## src/rtl/pwm_cmpbuf_pkg.sv

```systemverilog
package pwm_cmpbuf_pkg;

  localparam int CW = 16;

  typedef logic [CW-1:0] cnt_t;

  typedef enum logic {
    SHAPE_SAW = 1'b0,
    SHAPE_TRI = 1'b1
  } shape_e;

  // Safe point at which the period copy may take a staged value
  function automatic logic reload_point(shape_e shape, logic run, logic up,
                                        cnt_t cnt, cnt_t top);
    if (!run) return 1'b0;
    if (shape == SHAPE_SAW) return cnt == top;
    return (up && cnt == top) || (!up && cnt == '0);
  endfunction

  // Count after the next edge; top_nxt is the period in force after that edge
  function automatic cnt_t next_count(shape_e shape, logic up, cnt_t cnt,
                                      cnt_t top, cnt_t top_nxt);
    cnt_t r;
    if (shape == SHAPE_SAW)
      r = (cnt == top) ? '0 : cnt + cnt_t'(1);
    else if (up)
      r = (cnt != top) ? cnt + cnt_t'(1) : ((top == '0) ? '0 : cnt - cnt_t'(1));
    else
      r = (cnt != '0) ? cnt - cnt_t'(1) : ((top_nxt == '0) ? '0 : cnt_t'(1));
    return r;
  endfunction

  function automatic logic next_up(shape_e shape, logic up, cnt_t cnt, cnt_t top);
    if (shape == SHAPE_SAW) return 1'b1;
    if (up) return cnt != top;
    return cnt == '0;
  endfunction

endpackage

```

## src/rtl/pwm_cmpbuf_counter.sv

```systemverilog
module pwm_cmpbuf_counter
  import pwm_cmpbuf_pkg::*;
(
  input  logic   clk,
  input  logic   rst_n,
  input  logic   run,
  input  shape_e shape,
  input  cnt_t   top,
  input  cnt_t   top_nxt,
  output cnt_t   cnt,
  output logic   up,
  output logic   peak,
  output logic   valley,
  output logic   reload_pt
);

  always_ff @(posedge clk) begin
    if (!rst_n || !run) begin
      cnt <= '0;
      up  <= 1'b1;
    end else begin
      cnt <= next_count(shape, up, cnt, top, top_nxt);
      up  <= next_up(shape, up, cnt, top);
    end
  end

  assign peak      = run && (shape == SHAPE_TRI) && up && (cnt == top);
  assign valley    = run && (shape == SHAPE_TRI) && !up && (cnt == '0);
  assign reload_pt = reload_point(shape, run, up, cnt, top);

endmodule

```

## src/rtl/pwm_cmpbuf_period.sv

```systemverilog
module pwm_cmpbuf_period
  import pwm_cmpbuf_pkg::*;
(
  input  logic clk,
  input  logic rst_n,
  input  logic wr,
  input  cnt_t wdata,
  input  logic reload_pt,
  output cnt_t top,
  output cnt_t top_nxt,
  output logic pending
);

  cnt_t held;

  // the transfer takes the value staged before this edge; a write on the
  // same edge stays staged for the next safe point
  assign top_nxt = (reload_pt && pending) ? held : top;

  always_ff @(posedge clk) begin
    if (!rst_n) begin
      held    <= '0;
      top     <= '0;
      pending <= 1'b0;
    end else begin
      top     <= top_nxt;
      pending <= wr | (pending & ~reload_pt);
      if (wr) held <= wdata;
    end
  end

endmodule

```

## src/rtl/pwm_cmpbuf_chan.sv

```systemverilog
module pwm_cmpbuf_chan
  import pwm_cmpbuf_pkg::*;
(
  input  logic clk,
  input  logic rst_n,
  input  logic wr,
  input  cnt_t wdata,
  output cnt_t active
);

  cnt_t staged;

  always_ff @(posedge clk) begin
    if (!rst_n) begin
      staged <= '0;
      active <= '0;
    end else begin
      if (wr) staged <= wdata;
      active <= staged;
    end
  end

endmodule

```

## src/rtl/pwm_cmpbuf.sv

```systemverilog
module pwm_cmpbuf
  import pwm_cmpbuf_pkg::*;
#(
  parameter  int NCMP = 13,
  localparam int AW   = $clog2(NCMP)
) (
  input  logic            clk,
  input  logic            rst_n,
  input  logic            cnt_en,
  input  logic            tri_mode,
  input  logic            wr_en,
  input  logic [AW-1:0]   wr_addr,
  input  logic [CW-1:0]   wr_data,
  output logic [CW-1:0]   count,
  output logic [NCMP-1:0] match_irq,
  output logic            reload_busy
);

  shape_e          shape;
  logic [NCMP-1:0] wsel;
  cnt_t [NCMP-1:0] live_cmp;
  cnt_t            cnt_q;
  cnt_t            top_nxt;
  logic            cur_up;
  logic            peak_ev;
  logic            valley_ev;
  logic            xfer_ev;
  logic            period_pending;

  assign shape = shape_e'(tri_mode);

  for (genvar i = 0; i < NCMP; i++) begin : g_dec
    assign wsel[i] = wr_en && (wr_addr == AW'(i));
  end

  pwm_cmpbuf_counter u_cnt (
    .clk       (clk),
    .rst_n     (rst_n),
    .run       (cnt_en),
    .shape     (shape),
    .top       (live_cmp[0]),
    .top_nxt   (top_nxt),
    .cnt       (cnt_q),
    .up        (cur_up),
    .peak      (peak_ev),
    .valley    (valley_ev),
    .reload_pt (xfer_ev)
  );

  pwm_cmpbuf_period u_per (
    .clk       (clk),
    .rst_n     (rst_n),
    .wr        (wsel[0]),
    .wdata     (wr_data),
    .reload_pt (xfer_ev),
    .top       (live_cmp[0]),
    .top_nxt   (top_nxt),
    .pending   (period_pending)
  );

  for (genvar i = 1; i < NCMP; i++) begin : g_chan
    pwm_cmpbuf_chan u_ch (
      .clk    (clk),
      .rst_n  (rst_n),
      .wr     (wsel[i]),
      .wdata  (wr_data),
      .active (live_cmp[i])
    );
  end

  for (genvar i = 0; i < NCMP; i++) begin : g_irq
    assign match_irq[i] = cnt_en && (cnt_q == live_cmp[i]);
  end

  assign count       = cnt_q;
  assign reload_busy = 1'b0;

endmodule

```

## config.mk

```make
export PLATFORM = sky130hd
export DESIGN_NAME = pwm_cmpbuf
export DESIGN_NICKNAME = d
export VERILOG_FILES = /design/src/rtl/pwm_cmpbuf_pkg.sv /design/src/rtl/pwm_cmpbuf_counter.sv /design/src/rtl/pwm_cmpbuf_period.sv /design/src/rtl/pwm_cmpbuf_chan.sv /design/src/rtl/pwm_cmpbuf.sv
export SDC_FILE = /design/constraint.sdc
export NUM_CORES = 1
export LEC_CHECK = 0
export ABC_AREA = 1
export BUFFER_PORTS_ARGS = -buffer_cell sky130_fd_sc_hd__buf_2
export CAP_MARGIN = 0
export CORE_ASPECT_RATIO = 1.1
export CORE_MARGIN = 1
export CORE_UTILIZATION = 53
export CTS_CLUSTER_SIZE = 24
export DETAILED_ROUTE_END_ITERATION = 10
export PLACE_DENSITY = 0.73
export SLEW_MARGIN = 25
export SYNTH_ARGS = -nofsm -noshare
export SYNTH_HDL_FRONTEND = slang
export SYNTH_HIERARCHICAL = 1
export SYNTH_SLANG_ARGS = --single-unit
```

## constraint.sdc

```tcl
create_clock -name clk -period 3.1 [get_ports clk]
set_input_delay 0.93 -clock clk [delete_from_list [all_inputs] [get_ports clk]]
set_output_delay 0.93 -clock clk [all_outputs]
set_load 0.05 [all_outputs]
```

==> results.md <==
- Run status: complete, no violations
- Portion of total power attributed to the clock network: 0.328
- Met1 Routed Length: 25300 um
- Maximum achievable frequency: 0.328 GHz
- Hold bufs inserted after CTS: 0
- Post-Route Utilization: 0.595
- Worst setup skew after layout: 0.0110 ns
- Initial core utilization: 0.536
- Initial antenna violation count: 0
- Commonest non-fill, non-tap cells in the layout: 1034 x nand2_1, 590 x inv_1, 562 x nor2_1, 419 x dfxtp_1, 67 x nand3_1
- Slowest stage cell on the critical path: dfxtp_4
- Category of cells accounting for the largest share of critical-path delay: simple AND/OR/NAND/NOR gates
- Final standard cell count with taps included and fillers excluded: 3712
- Syn Area/Cell: 6.51 um2
- Internal power summed over all cells: 10.4 mW
- Area added between synthesis and finish: 10.9%
- Worst hold margin: 0.422 ns
- Nets: 3209
- Net switching power of the design: 5.79 mW
- CTS Root Cell: clkbuf_16
- RD Place Congestion: 0.904
- Diodes inserted: 0
- Final clock period utilization by the worst path: 0.982
- Min-Delay Path Class: flop to flop
- Combined buffer and inverter count along the critical path: 2
- Max-cap violation count: 0
- Critical Path, Cell by Cell: buf_4 > xor2_1 > nor3_1 > nand2_1 > nor2_2 > buf_6
- Minimum clock period after layout: 3.05 ns
- Clk Latency, worst-skew pair: 0.54 ns
- First DRT Iteration DRCs: 1608
- Maximum clock insertion buffer count: 3
- CP Data Required Time: 2.17 ns
- Clock tree from TritonCTS: done
- Crit path capture type: output pin
- Maximum net fanout on the critical path: 8
- Via count: 18091
- Most common cell after layout, fill and taps aside: nand2_1
- Max transition margin: 0.501
- Number of port buffers: 53
- Vias per Instance: 4.87
- Post-synthesis cell area: 20400 um2
- PwrDens: 716 nW/um2
- Switching fraction of total power: 0.357
- Final max-slew violation count: 0
- Arrival time reported for the critical path endpoint: 2.12 ns
- Leakage dissipation: 12.3 nW
- Category of the most critical setup path: flop to output pin
- Final hold viol count: 0
- HPWL after detailed placement: 36700 um
- Pin count of the biggest net entering global routing: 103
- Portion of total power attributed to combinational logic: 0.310
- Maximum level of the CTS H-tree: 2
- Count of yosys warnings during synthesis: 6
- Post-synthesis instance total: 3137
- Inst Count DP: 3630
- Vertical die dimension: 208 um
- Number of global-route vias before repair: 16386
- Total gr overflow: 0
- Total Die Area: 39300 um2
- Number of antenna-violating nets in the routed design: 0
- Number of cells on the worst hold path: 2
- Average wire length per cell after detail routing: 15.4 um
- Total length of routed met2 wires: 26100 um
- Clock sink total: 434
- Transition time at the pin with the least slew margin: 0.747 ns
- Area of the core: 38100 um2
- Cells on worst reg2reg path: 20
- Reg power frac: 0.362
- Die width: 189 um
- Unrepaired setup endpoints after global routing: yes
- Startpoint type of the worst setup path: flop
- DR WL met3: 4280 um
- VDD IR max: 0.838 mV
- Synthesized Nets: 3165
- Number of detailed-routing iterations run before antenna repair: 8
- DRC Markers: 0
- First-pass GRT wire length: 89300 um
- Cts bufs inserted: 44
- Top layer used by detailed routing: met4
- Clock-pin transition on the worst setup and hold timing paths: 0.06 ns
- Fraction of final layout cells sized beyond drive strength 1: 0.103
- Final setup viols: 0
- Number of logic stages on the critical path including buffering: 6
- Top Ports: 55
- Wire length after detailed routing: 57200 um
- Site row count: 75
- Delay of the slowest cell on the worst path: 0.38 ns
- Combined global-route utilization of all metal layers: 0.293
## through the flow
step | total power [mW] | instance area (um2) | setup slack, ns | TNS [ns]
6_report | 16.2 | 22700 | 0.0547 | 0
5_1_grt | 17.0 | 22700 | -0.00815 | -0.00815
4_1_cts | 16.1 | 22500 | 0.00349 | 0
3_5_place_dp | 10.6 | 21000 | -0.0205 | -0.0246
3_3_place_gp | 10.6 | 21000 | -0.0470 | -0.0996
2_1_floorplan | 9.45 | 20400 | 0.0269 | 0
## worst reg2reg max path, stage by stage, from the launching register on
cell     delay, ns
dfxtp_4       0.49
inv_1         0.12
nand2_1       0.07
nand2_1       0.05
nor2_1        0.11
nand2_1       0.12
nor2_4        0.15
nand2_4       0.06
nand2_1       0.07
nand2_1       0.06
a31oi_2       0.22
buf_12        0.20
nand3_1       0.11
nand2_2       0.11
inv_1         0.04
nor4_1        0.32
nand3_1       0.14
nor2_1        0.12
nand2_1       0.06
nand2_1       0.05
nor2_1        0.04
## power by group through the flow
stage	logic (mW)	clock network, mW	registers, mW
after floorplan	3.40	0	6.05
after detailed placement	4.64	0	5.97
after global placement	4.63	0	5.96
final	5.04	5.33	5.87
after CTS	4.85	5.40	5.86
after global routing	5.47	5.62	5.88
## what timing repair did
action                                 4_1_cts  5_1_grt
endpoints found under the hold margin        0        0
setup buffers                                2        4
gates resized for setup                     44       36
pin swaps                                    0        1
setup endpoints to repair                   13       14
## path summary, 6_finish.rpt
path / from / endpoint / slack [ns]
worst max-delay path: u_cnt/cnt[5] / match_irq[6] / 0.05
worst min-delay path: g_chan[9].u_ch/staged[1] / g_chan[9].u_ch/active[1] / 0.42
worst max register to register: u_cnt/cnt[6] / u_cnt/cnt[0] / 0.26
worst min register to register: g_chan[9].u_ch/staged[1] / g_chan[9].u_ch/active[1] / 0.42
## layout make-up
| type | instances | area (um2) |
|---|---|---|
| well taps | 500 | 626 |
| flip-flops and latches | 434 | 8720 |
| clock inverters | 15 | 168 |
| repair buffers | 121 | 1020 |
| fillers | 3607 | 15400 |
| inverters | 616 | 2350 |
| clock buffers | 62 | 1280 |
| multi-input cells | 1964 | 8490 |
## per-layer routing
metal | track usage | vias to the layer above
met3 | 0.0366 | 104
met1 | 0.401 | 8219
met5 | 0 | -
met2 | 0.479 | 642
met4 | 0.0926 | 0
li1 | - | 9126
## state kept, by name, summed over array words and instances, names as in the netlist
name	count
g_chan.u_ch/staged	192
u_cnt/cnt	16
g_chan.u_ch/active	192
u_cnt/up	1
u_per/held	16
u_per/top	16
u_per/pending	1
No activity file was read; power rests on OpenSTA's default activity.
